[config.mk]
export PLATFORM = sky130hd
export DESIGN_NAME = hs_alu
export DESIGN_NICKNAME = d
export VERILOG_FILES = /design/src/rtl/hs_alu_pkg.sv /design/src/rtl/hs_alu_exec.sv /design/src/rtl/hs_alu_mul.sv /design/src/rtl/hs_alu.sv
export SDC_FILE = /design/constraint.sdc
export NUM_CORES = 1
export LEC_CHECK = 0
export BUFFER_PORTS_ARGS = -buffer_cell sky130_fd_sc_hd__buf_2
export CAP_MARGIN = 25
export CORE_ASPECT_RATIO = 0.8
export CORE_MARGIN = 3
export CORE_UTILIZATION = 50
export CTS_BUF_LIST = sky130_fd_sc_hd__clkbuf_8
export DETAILED_ROUTE_END_ITERATION = 16
export GPL_TIMING_DRIVEN = 0
export HOLD_SLACK_MARGIN = 0.06
export PLACE_DENSITY = 0.77
export SETUP_SLACK_MARGIN = 0.1
export SYNTH_ARGS = -nofsm -noshare
export SYNTH_HDL_FRONTEND = slang
export SYNTH_SLANG_ARGS = --single-unit
[constraint.sdc]
create_clock -name clk -period 17.8 [get_ports clk]
set_input_delay 3.56 -clock clk [delete_from_list [all_inputs] [get_ports clk]]
set_output_delay 3.56 -clock clk [all_outputs]
set_load 0.02 [all_outputs]
[src/rtl/hs_alu_pkg.sv]
// Shared types for the handshaked ALU.
// Assumes a two-bit operation select whose encoding the datapath decodes.
package hs_alu_pkg;

    typedef enum logic [1:0] {
        OP_ADD  = 2'b00,
        OP_MUL  = 2'b01,
        OP_SHR  = 2'b10,
        OP_DIFF = 2'b11
    } alu_op_e;

    typedef enum logic [1:0] {
        ST_IDLE = 2'b00,
        ST_BUSY = 2'b01,
        ST_HOLD = 2'b10
    } seq_st_e;

endpackage

[src/rtl/hs_alu_exec.sv]
// Single-cycle combinational datapath: operand conditioning plus add,
// logical right shift and difference. The multiply is handled elsewhere.
// Assumes SHW = clog2(W) so the shift count covers exactly 0..W-1.
module hs_alu_exec
    import hs_alu_pkg::*;
#(
    parameter int W   = 16,
    parameter int SHW = 4
) (
    input  logic [W-1:0] a,
    input  logic [W-1:0] b,
    input  alu_op_e      op,
    input  logic         inv,
    output logic [W-1:0] a_eff,
    output logic [W-1:0] res
);

    // conditional ones complement of operand A
    always_comb a_eff = inv ? ~a : a;

    // select the single-cycle result; multiply yields zero here
    always_comb begin
        unique case (op)
            OP_ADD:  res = a_eff + b;
            OP_SHR:  res = a_eff >> b[SHW-1:0];
            OP_DIFF: res = a_eff - b;
            default: res = '0;
        endcase
    end

endmodule

[src/rtl/hs_alu_mul.sv]
// Fixed-latency low-half multiplier built as a chain of NST registered
// stages. The product is formed at start and walks the chain.
// Assumes at most one operation is started per chain traversal (the
// sequencer guarantees it) and LAT >= 2.
module hs_alu_mul #(
    parameter int W   = 16,
    parameter int LAT = 3
) (
    input  logic         clk,
    input  logic         rst_n,
    input  logic         start,
    input  logic [W-1:0] a,
    input  logic [W-1:0] b,
    output logic         done,
    output logic [W-1:0] prod
);

    localparam int NST = LAT - 1;

    logic [W-1:0] p_low;
    logic [NST-1:0] sv;
    logic [W-1:0] sd [NST];

    // truncated product of the two operands
    always_comb p_low = a * b;

    for (genvar i = 0; i < NST; i++) begin : g_stage
        if (i == 0) begin : g_first
            // first stage captures the fresh product
            always_ff @(posedge clk) begin
                if (!rst_n) begin
                    sv[0] <= 1'b0;
                end else begin
                    sv[0] <= start;
                end
                if (start) sd[0] <= p_low;
            end
        end else begin : g_next
            // later stages pass the token and data along
            always_ff @(posedge clk) begin
                if (!rst_n) begin
                    sv[i] <= 1'b0;
                end else begin
                    sv[i] <= sv[i-1];
                end
                sd[i] <= sd[i-1];
            end
        end
    end

    assign done = sv[NST-1];
    assign prod = sd[NST-1];

    // never more than one multiply in flight
    p_one_token_r8: assert property (@(posedge clk) disable iff (!rst_n)
        $onehot0(sv));

endmodule

[src/rtl/hs_alu.sv]
// Handshaked variable-latency ALU top. A three-state sequencer admits one
// request at a time, so result order equals acceptance order. Add and
// shift land in the hold register one edge after acceptance. Multiply
// lands after the multiplier chain. Difference bypasses straight to the
// output when the unit is idle.
// Assumes MUL_LAT >= 2 and a consumer that obeys valid/ready.
module hs_alu
    import hs_alu_pkg::*;
#(
    parameter int W       = 16,
    parameter int MUL_LAT = 3
) (
    input  logic         clk,
    input  logic         rst_n,
    input  logic         in_valid,
    output logic         in_ready,
    input  logic [W-1:0] opa,
    input  logic [W-1:0] opb,
    input  logic [1:0]   opsel,
    input  logic         inv_a,
    output logic         out_valid,
    input  logic         out_ready,
    output logic [W-1:0] out_data
);

    localparam int SHW = $clog2(W);

    alu_op_e       op;
    seq_st_e       st;
    logic [W-1:0]  hold_d;
    logic [W-1:0]  a_eff;
    logic [W-1:0]  x_res;
    logic          acc;
    logic          bypass;
    logic          m_done;
    logic [W-1:0]  m_prod;

    assign op = alu_op_e'(opsel);

    hs_alu_exec #(.W(W), .SHW(SHW)) exec_i (
        .a     (opa),
        .b     (opb),
        .op    (op),
        .inv   (inv_a),
        .a_eff (a_eff),
        .res   (x_res)
    );

    hs_alu_mul #(.W(W), .LAT(MUL_LAT)) mul_i (
        .clk   (clk),
        .rst_n (rst_n),
        .start (acc && op == OP_MUL),
        .a     (a_eff),
        .b     (opb),
        .done  (m_done),
        .prod  (m_prod)
    );

    // take a request when idle, or when the held result leaves this cycle
    always_comb in_ready = (st == ST_IDLE) || (st == ST_HOLD && out_ready);

    // handshake and zero-latency bypass detection
    always_comb begin
        acc    = in_valid && in_ready;
        bypass = (st == ST_IDLE) && in_valid && (op == OP_DIFF);
    end

    // result port: held value, else the bypassed difference
    always_comb begin
        out_valid = (st == ST_HOLD) || bypass;
        out_data  = (st == ST_HOLD) ? hold_d : x_res;
    end

    // sequencer: track the single in-flight request and capture its result
    always_ff @(posedge clk) begin
        if (!rst_n) begin
            st <= ST_IDLE;
        end else if (acc) begin
            if (op == OP_MUL) begin
                st <= ST_BUSY;
            end else if (bypass && out_ready) begin
                st <= ST_IDLE;
            end else begin
                st     <= ST_HOLD;
                hold_d <= x_res;
            end
        end else if (st == ST_HOLD && out_ready) begin
            st <= ST_IDLE;
        end else if (st == ST_BUSY && m_done) begin
            st     <= ST_HOLD;
            hold_d <= m_prod;
        end
    end

    // a stalled result keeps its valid and its value
    p_stall_hold_r9: assert property (@(posedge clk) disable iff (!rst_n)
        (out_valid && !out_ready) |=> (out_valid && $stable(out_data)));

    // no new request while the multiplier runs
    p_busy_blocks_r7: assert property (@(posedge clk) disable iff (!rst_n)
        (st == ST_BUSY) |-> !in_ready);

    // multiply result is not offered on the first cycle after acceptance
    p_mul_not_early_r4: assert property (@(posedge clk) disable iff (!rst_n)
        (acc && op == OP_MUL) |=> !out_valid);

    // add and shift are offered one cycle after acceptance
    p_fast_latency_r2: assert property (@(posedge clk) disable iff (!rst_n)
        (acc && (op == OP_ADD || op == OP_SHR)) |=> out_valid);

    // a difference taken while idle is offered in the same cycle
    p_diff_zero_r6: assert property (@(posedge clk) disable iff (!rst_n)
        (acc && op == OP_DIFF && $past(out_valid) == 1'b0 && !$past(st == ST_BUSY))
        |-> out_valid);

endmodule

==> reports/results.ini, run 1 <==
[clock_network]
clkTransAtPathRegs_ns = 0.10
clock_latency_ns = 0.32
numCtsBuffers = 5
cts_hold_buf = 0
cts_root_buf = clkbuf_8
cts_tree = done
postCtsSetupBuffers = 0
clockBufferDepth = 2
cts_resized = 0
h-tree-depth = 2
clock_sinks = 52

[power_and_ir_drop]
p_leak_uw = 0.00386
swShare_pct = 48.6
power_frac_comb_pct = 79.7
p_seq_share_pct = 15.5
ir_drop_mv = 0.242
power_frac_clock_pct = 4.8
power_switching_uw = 686
power.internal_uw = 724
p_per_area_nw_per_um2 = 167

[timing]
fin_crit_sh_pct = 62.8
final-max-slew-violation-count = 0
min_period_ns = 11.18
max_freq_mhz = 89.4
worst_pin_slew_ns = 0.937
setup_tns_ns = 0
relSlewSlack_pct = 37.3
fin_skew_ns = 0.0165
rsz0062_at_grt = no
hold_violations = 0
report.final.setup_viol = 0

[logic_synthesis]
synthesis.nets = 1089
synth_seq_cells = 52
synth_edf_count = 32
dominantRegCellSynth = edfxtp_1
synthCells = 900
synth_area_um2 = 7840
avgSynthCellArea_um2 = 8.71
yosysSeqAreaShare_pct = 17.4
postSynth.asyncResetShare_pct = 0
ys_warn_count = 0
synthTopCellsByArea = fa_1 (21%), edfxtp_1 (12%), ha_1 (11%), nand2_1 (6.6%), xnor2_1 (6.6%)
yosysTopAreaCell = fa_1
synthDominantCellAreaShare_pct = 20.7
yosysUniqueCellTypes = 57

[global_route]
grt-ovfl-total = 0
antenna_found_initial = 0
grt_pass1_vias = 6375
grt_first_pass_wirelength_mm = 32.9
grt_use_total_pct = 23.8
grt_max_degree = 17

[die]
die_y_um = 118
core_um2 = 15200
start_util_pct = 51.7
die-area_um2 = 17200
die_w_um = 146
row_count = 40
ios = 57

[worst_setup_path]
rr_startpoint = st[0]
required_ns = 14.24
rrSetupSlack_ns = 15.33
crit_path_end_kind = output port
startpoint = opb[0]
crit_arrival_ns = 7.62
worst-r2r-cell-count = 6
start_kind = primary input
path_class = primary input to output port
crit_fanout = 10

[final_layout]
n_antenna_cell = 0
nets = 1145
fin_cells = 1167
drive_gt1_share_pct = 9.51
areaGrowthSynthToFinish_pct = 7.63

[placement]
place_congestion = 0.959
port_buffers = 49
placed_cells = 1159
dpl.hpwl_mm = 16.6

[drt]
antenna_left = 0
drt_pass1_iterations = 7
routed_wire_length_per_instance_um = 17.6
via_per_inst = 5.56
drc_errors = 0
vias = 6492
drtIter0Drc = 616
wl_mm = 20.5

[min_path]
holdCritStartpoint = mul_i.sd[0][4]
hp-class = flip-flop to flip-flop
hold_path_depth = 0

[run]
maxCapViolations = 0

[outcome]
outcome = finished, final reports clean

[registers in the layout, summed over array words and instances, names as in the netlist]
register    flops
st              2
hold_d         16
mul_i.sd       32
mul_i.done      1
mul_i.sv        1
[through the flow]
stage                     power, uW  cell area [um2]  util [%]  setup WS [ns]  hold WS [ns]
after floorplan                1060             7840         -           7.54         0.323
after global placement         1310             8350      55.0           6.76         0.325
after detailed placement       1340             8350      55.1           6.73         0.329
after CTS                      1410             8440      55.6           6.72         0.335
after global routing           1560             8440      55.6           6.35         0.338
final                          1410             8440      55.6           6.62         0.334
[per-layer routing]
layer	global-route usage, %	routed length, um
met5	0	0
met4	5.05	350
met3	5.70	2120
met1	33.6	8810
met2	37.5	9230
[synth_stat cells, drive strengths merged, types with 3 or more instances]
library cell and instances:
a21o 4, a21oi 29, a22o 7, a22oi 7, a31oi 4, a32oi 3, and2 58, buf 10
clkbuf 37, dfxtp 20, edfxtp 32, fa 81, ha 69, inv 124, mux2 6, mux2i 23
mux4 5, nand2 138, nand2b 7, nand3 8, nor2 41, nor2b 5, nor3 9, o211ai 4
o21a 10, o21ai 26, o22ai 4, o31ai 14, or2 3, or3 3, xnor2 59, xor2 22
[cells in the final DEF (no fill, tap or decap), types with 32 or more instances in the layout]
cell      count
nand2_1     138
inv_1       123
fa_1         81
ha_1         69
xnor2_1      59
and2_1       58
buf_2        56
nor2_1       41
clkbuf_1     36
edfxtp_1     32
[cell families (layout without fill, tap and decap cells)]
kind of cell	after synthesis	after routing	synth area share, %
xor gates and xnor gates	81	81	9.53
DFF	52	52	17.4
and+or+nand+nor	281	281	16.6
buffers and inverters	173	230	8.65
adders and majority gates	150	150	31.7
AOI/OAI and AO/OA	129	129	10.9
muxes	34	34	5.23
[power by group through the flow]
stage               clock, uW  sequential, uW  combinational (uW)
finish                   67.7             219                1120
global route             73.9             221                1260
CTS                      69.4             219                1130
detailed placement          0             222                1120
global placement            0             221                1090
floorplan                   0             214                 845
[critical path, stage by stage]
cell and delay, ns:
buf_2 0.13, buf_2 0.20, inv_1 0.17, buf_2 0.32, ha_1 0.32, nand3b_1 0.22
nor2_1 0.14, nor2_1 0.06, xnor2_1 0.20, ha_1 0.29, or3_1 0.36, a21oi_1 0.22
o21bai_1 0.12, a211oi_1 0.37, a21oi_1 0.15, xor2_1 0.16, a22o_1 0.28, a22o_1 0.20
buf_2 0.15
[area by class of cell]
type                    count  area (um2)
fillers                  1396        6730
multi-input cells         675        5800
flip-flops and latches     52        1360
inverters                 126         473
well taps                 210         263
repair buffers             49         245
plain buffers              47         205
clock buffers               5        68.8
clock inverters             3        17.5
[worst paths after layout]
path / endpoint
max: out_data[14]
min: mul_i.sd[0][20]
max reg2reg: hold_d[9]
min reg2reg: mul_i.sd[0][20]
Power figures use the tool's default switching activity.
==> run 2, diff against run 1 <==
--- a/config.mk
+++ b/config.mk
@@ -14,7 +14,7 @@
 export DETAILED_ROUTE_END_ITERATION = 16
 export GPL_TIMING_DRIVEN = 0
 export HOLD_SLACK_MARGIN = 0.06
-export PLACE_DENSITY = 0.77
+export PLACE_DENSITY = 0.8
 export SETUP_SLACK_MARGIN = 0.1
 export SYNTH_ARGS = -nofsm -noshare
 export SYNTH_HDL_FRONTEND = slang
==> constraint.sdc (replaced) <==
create_clock -name clk -period 9 [get_ports clk]
set_input_delay 1.8 -clock clk [delete_from_list [all_inputs] [get_ports clk]]
set_output_delay 1.8 -clock clk [all_outputs]
set_load 0.02 [all_outputs]
==> run 2 against run 1 <==
Global-route usage fell by 0.81 points. Register-to-register slack worse by 8.8 ns. Utilization about the same. Largest power group unchanged. Die area unchanged. Setup slack got worse by 5.6 ns. Critical endpoint is now mul_i.sd[0][15]. First-iteration DRC count increased by 3.4%.
==> reports/results.ini, run 2 (synthesis gave the netlist of run 1 again) <==
[final_layout]
final_common_cell = nand2_1
nets = 1145  ; unchanged
reg.largest.list = mul_i.sd x32, hold_d x16, st x2
n_antenna_cell = 0  ; unchanged
largest_reg_flops = 32  ; unchanged
drive_gt1_share_pct = 9.61  ; +0.10 points
areaGrowthSynthToFinish_pct = 7.69  ; about the same
regMostFlops = mul_i.sd
layout_common_cells = nand2_1 (138), inv_1 (122), fa_1 (81)

[drt]
drt_pass1_iterations = 5  ; -2
antenna_left = 0  ; unchanged
vias = 6503  ; +0.17%
drc_errors = 0  ; unchanged
routed_wire_length_per_instance_um = 17.1  ; -2.6%
drtIter0Drc = 637  ; +3.4%
via_per_inst = 5.57  ; +0.17%
wl_mm = 20.0  ; -2.6%

[power_and_ir_drop]
power_switching_uw = 1330  ; +94%
swShare_pct = 48.2  ; -0.44 points
p_leak_uw = 0.00386  ; about the same
power_frac_clock_pct = 4.9  ; about the same
ir_drop_mv = 0.372  ; +54%
power.internal_uw = 1430  ; +98%
p_seq_share_pct = 15.7  ; +0.2 points
p_per_area_nw_per_um2 = 328  ; +96%
power_frac_comb_pct = 79.4  ; -0.3 points
p_total_uw = 2770  ; +96%

[outcome]
outcome = finished, final reports clean

[clock_network]
clockBufferDepth = 2  ; unchanged
h-tree-depth = 2  ; unchanged
cts_tree = done
clock_latency_ns = 0.31  ; about the same
postCtsSetupBuffers = 0  ; unchanged
numCtsBuffers = 5  ; unchanged
cts_hold_buf = 0  ; unchanged
clock_sinks = 52  ; unchanged
cts_resized = 0  ; unchanged
clkTransAtPathRegs_ns = 0.10  ; about the same
cts_root_buf = clkbuf_8

[die]
row_count = 40  ; unchanged
start_util_pct = 51.7  ; unchanged
die-area_um2 = 17200  ; unchanged
die_w_um = 146  ; unchanged
core_um2 = 15200  ; unchanged
die_y_um = 118  ; unchanged
ios = 57  ; unchanged

[worst_setup_path]
crit_path_end_kind = flip-flop
crit_arrival_ns = 8.01  ; +0.39 ns
required_ns = 9.06  ; -5.18 ns
start_kind = primary input
path_class = primary input to flip-flop
crit_fanout = 10  ; unchanged
worst-r2r-cell-count = 6  ; unchanged

[timing]
min_period_ns = 7.95
fin_crit_sh_pct = 88.3
final-max-slew-violation-count = 0  ; unchanged
report.final.setup_viol = 0  ; unchanged
rsz0062_at_grt = no
setup_tns_ns = 0  ; unchanged
fin_skew_ns = 0.0120  ; -0.00445 ns
max_freq_mhz = 126
worst_pin_slew_ns = 0.911  ; -0.0266 ns
relSlewSlack_pct = 38.9  ; +1.6 points
hold_violations = 0  ; unchanged

[placement]
place_congestion = 0.956  ; -0.40%
dpl.hpwl_mm = 16.3  ; -2.2%
port_buffers = 49  ; unchanged

[global_route]
grt-ovfl-total = 0  ; unchanged
antenna_found_initial = 1  ; +1
grt_first_pass_wirelength_mm = 31.8  ; -3.3%
grt_use_total_pct = 23.0  ; -0.81 points
grt_pass1_vias = 6102  ; -4.3%
grt_max_degree = 18  ; +1

[run]
maxCapViolations = 0  ; unchanged

[min_path]
hold_path_depth = 0  ; unchanged
hp-class = flip-flop to flip-flop

-- run 2: worst paths after layout --
path	from	to	slack, ns
setup / recovery	inv_a	mul_i.sd[0][15]	1.05
hold / removal	mul_i.sd[0][5]	mul_i.sd[0][21]	0.33
setup reg to reg	st[0]	hold_d[13]	6.49
hold reg to reg	mul_i.sd[0][5]	mul_i.sd[0][21]	0.33
-- run 2: area by class of cell --
class / instances / area [um2]
Buffer: 47 / 205
Sequential cell: 52 / 1360
Inverter: 126 / 473
Timing Repair Buffer: 49 / 245
Fill cell: 1360 / 6720
Clock inverter: 3 / 22.5
Clock buffer: 5 / 68.8
Multi-Input combinational cell: 675 / 5800
Tap cell: 210 / 263
-- run 2: routing by layer --
layer / up-vias / share of wire, % / global-route usage, %
li1: 3033 / - / -
met1: 3112 / 43 / 33.7
met2: 324 / 44 / 35.2
met3: 34 / 11 / 5.81
met4: 0 / 1.7 / 3.47
met5: - / 0 / 0
-- run 2: per-stage QoR --
step | util (%) | hold WS (ns) | area, um2 | std cells | setup slack [ns]
2_1_floorplan | - | 0.323 | 7840 | 900 | 1.84
3_3_place_gp | 55.0 | 0.325 | 8350 | 1159 | 0.861
3_5_place_dp | 55.1 | 0.327 | 8350 | 1159 | 0.853
4_1_cts | 55.7 | 0.339 | 8440 | 1167 | 1.17
5_1_grt | 55.7 | 0.351 | 8440 | 1167 | 0.810
6_report | 55.7 | 0.333 | 8440 | 1167 | 1.05
-- run 2: power by group through the flow --
stage	clock [uW]	combinational [uW]	sequential, uW
detailed placement	0	2200	438
finish	136	2200	433
global route	151	2500	438
global placement	0	2130	436
CTS	140	2220	432
floorplan	0	1670	422
-- run 2: critical path: stages --
cell and delay [ns]:
buf_6 0.18, buf_8 0.18, xor2_1 0.35, clkbuf_1 0.58, and2_1 0.25, fa_1 0.43
inv_1 0.10, fa_1 0.45, fa_1 0.51, fa_1 0.55, inv_1 0.05, fa_1 0.48
inv_1 0.05, fa_1 0.47, inv_1 0.04, ha_1 0.36, nand3_1 0.12, nand2_1 0.05
a41o_1 0.21, o21ai_0 0.16, nand2b_1 0.08, a21oi_1 0.40, xnor2_1 0.12
==> run 3, diff against run 2 <==
--- a/config.mk
+++ b/config.mk
@@ -9,12 +9,12 @@
 export CAP_MARGIN = 25
 export CORE_ASPECT_RATIO = 0.8
 export CORE_MARGIN = 3
-export CORE_UTILIZATION = 50
+export CORE_UTILIZATION = 30
 export CTS_BUF_LIST = sky130_fd_sc_hd__clkbuf_8
 export DETAILED_ROUTE_END_ITERATION = 16
 export GPL_TIMING_DRIVEN = 0
 export HOLD_SLACK_MARGIN = 0.06
-export PLACE_DENSITY = 0.8
+export PLACE_DENSITY = 0.56
 export SETUP_SLACK_MARGIN = 0.1
 export SYNTH_ARGS = -nofsm -noshare
 export SYNTH_HDL_FRONTEND = slang
==> run 3 against run 2 <==
Non-clock buffer count did not move. Setup slack got worse by 0.15 ns. Critical path type unchanged. Power is 4.4% higher. Routed wire length rose by 10%. Largest cell class unchanged.
==> reports/results.ini, run 3 (synthesis gave the netlist of run 1 again) <==
[final_layout]
drive_gt1_share_pct = 9.51  ; -0.10 points
fin_cells = 1308  ; +12%
finish.instance_area_um2 = 8610  ; +2.0%
areaGrowthSynthToFinish_pct = 9.83
fillCellCount = 2735  ; +100%
n_antenna_cell = 0  ; unchanged
largest_reg_flops = 32  ; unchanged
final_common_cell = nand2_1
layout_common_cells = nand2_1 (138), inv_1 (122), fa_1 (81)
reg.largest.list = mul_i.sd x32, hold_d x16, st x2
nets = 1145  ; unchanged
regMostFlops = mul_i.sd

[run]
maxCapViolations = 0  ; unchanged

[drt]
drtIter0Drc = 502  ; -21%
routed_wire_length_per_instance_um = 16.8  ; -1.7%
vias = 6325  ; -2.7%
drc_errors = 0  ; unchanged
drt_pass1_iterations = 5  ; unchanged
via_per_inst = 4.84  ; -13%
wl_mm = 22.0  ; +10%
antenna_left = 0  ; unchanged

[placement]
place_congestion = 0.881  ; -7.8%
placed_cell_area_um2 = 8530  ; +2.1%
placed_cells = 1300  ; +12%
dpl.hpwl_mm = 18.1  ; +11%
port_buffers = 49  ; unchanged

[die]
ios = 57  ; unchanged
core_um2 = 25500  ; +68%
die_y_um = 151  ; +28%
die_w_um = 187  ; +28%
die-area_um2 = 28100  ; +63%
row_count = 52  ; +30%
start_util_pct = 30.7  ; -21 points

[clock_network]
clock_sinks = 52  ; unchanged
cts_resized = 0  ; unchanged
cts_tree = done
cts_hold_buf = 0  ; unchanged
clock_latency_ns = 0.31  ; about the same
h-tree-depth = 2  ; unchanged
postCtsSetupBuffers = 0  ; unchanged
cts_root_buf = clkbuf_8
clockBufferDepth = 2  ; unchanged
numCtsBuffers = 5  ; unchanged
clkTransAtPathRegs_ns = 0.08  ; -0.02 ns

[timing]
fin_crit_sh_pct = 90.0  ; +1.7 points
hold_violations = 0  ; unchanged
final-max-slew-violation-count = 0  ; unchanged
min_period_ns = 8.10  ; +0.150 ns
report.final.setup_viol = 0  ; unchanged
worst_pin_slew_ns = 0.944  ; +0.0338 ns
setup_tns_ns = 0  ; unchanged
max_freq_mhz = 123  ; -1.9%
relSlewSlack_pct = 36.7  ; -2.3 points
fin_skew_ns = 0.0101  ; -0.00195 ns
rsz0062_at_grt = no

[min_path]
hold_path_depth = 0  ; unchanged
holdCritStartpoint = mul_i.sd[0][1]
holdPathEnd = mul_i.sd[0][17]
hp-class = flip-flop to flip-flop

[power_and_ir_drop]
power_frac_clock_pct = 4.4  ; -0.5 points
power_frac_comb_pct = 80.6  ; +1.2 points
p_per_area_nw_per_um2 = 335  ; +2.3%
power_switching_uw = 1460  ; +9.1%
swShare_pct = 50.4  ; +2.2 points
ir_drop_mv = 0.287  ; -23%
power.internal_uw = 1430  ; about the same
p_leak_uw = 0.00386  ; about the same
p_seq_share_pct = 15.0  ; -0.7 points

[global_route]
grt_first_pass_wirelength_mm = 35.1  ; +10%
grt_max_degree = 17  ; -1
antenna_found_initial = 0  ; -1
grt-ovfl-total = 0  ; unchanged
grt_use_total_pct = 15.9  ; -7.1 points
grt_pass1_vias = 6270  ; +2.8%

[worst_setup_path]
rr_endpoint = hold_d[3]
rrSetupSlack_ns = 6.53  ; +0.04 ns
path_class = primary input to flip-flop
worst-r2r-cell-count = 6  ; unchanged
rr_startpoint = st[0]
crit_fanout = 10  ; unchanged
start_kind = primary input
crit_path_end_kind = flip-flop
crit_arrival_ns = 8.13  ; +0.12 ns
required_ns = 9.03  ; -0.03 ns

[outcome]
outcome = finished, final reports clean

[run 3: cell count changes in the layout (fill, tap and decap cells not counted)]
cell      before  now
clkinv_4       1    0
inv_6          1    0
clkinv_1       2    3
clkinv_2       1    2
[run 3: per-layer routing]
metal	global-route usage (%)	up-vias	routed length, um
met3	3.58	17	1640
met5	0	-	0
met2	24.8	193	9710
met1	23.1	3090	10500
met4	2.23	0	195
li1	-	3025	-
[run 3: worst max path at each step]
stage,start,to,slack [ns]
final,inv_a,mul_i.sd[0][15],0.90
after CTS,inv_a,mul_i.sd[0][15],0.87
after floorplan,opb[3],mul_i.sd[0][15],1.84
after global routing,inv_a,mul_i.sd[0][15],0.50
after detailed placement,inv_a,mul_i.sd[0][15],0.55
after global placement,inv_a,mul_i.sd[0][15],0.54
[run 3: cell type report]
type | count | area, um2 | share of cell area, %
Clock buffer | 5 | 68.8 | 0.799
Buffer | 47 | 205 | 2.38
Multi-Input combinational cell | 675 | 5800 | 67.4
Tap cell | 351 | 439 | 5.10
Inverter | 126 | 473 | 5.49
Sequential cell | 52 | 1360 | 15.8
Timing Repair Buffer | 49 | 245 | 2.85
Clock inverter | 3 | 13.8 | 0.160
[run 3: per-stage QoR]
| stage | total power, uW | hold slack, ns | worst slack, ns | utilization (%) |
|---|---|---|---|---|
| 2_1_floorplan | 2090 | 0.323 | 1.84 | - |
| 3_3_place_gp | 2790 | 0.324 | 0.542 | 33.4 |
| 3_5_place_dp | 2790 | 0.327 | 0.552 | 33.4 |
| 4_1_cts | 2950 | 0.348 | 0.867 | 33.8 |
| 5_1_grt | 3220 | 0.354 | 0.501 | 33.8 |
| 6_report | 2890 | 0.346 | 0.900 | 33.8 |
[run 3: power groups by stage]
stage | Combinational, uW | Sequential (uW) | Clock [uW]
after CTS | 2390 | 433 | 133
after floorplan | 1670 | 422 | 0
after global placement | 2350 | 437 | 0
after global routing | 2640 | 437 | 142
final | 2330 | 434 | 127
after detailed placement | 2360 | 438 | 0
[run 3: worst max-delay path, cell delays in order]
cell and delay, ns:
buf_6 0.18, xor2_1 0.73, clkbuf_1 0.63, nand2_1 0.16, fa_1 0.55, inv_1 0.05, fa_1 0.45, ha_1 0.21
fa_1 0.49, inv_1 0.06, fa_1 0.49, fa_1 0.49, inv_1 0.04, ha_1 0.34, nor3_1 0.16, nor2_1 0.06
o41a_1 0.13, a41o_1 0.27, o21ai_0 0.15, nand2b_1 0.08, a21oi_1 0.40, xnor2_1 0.19
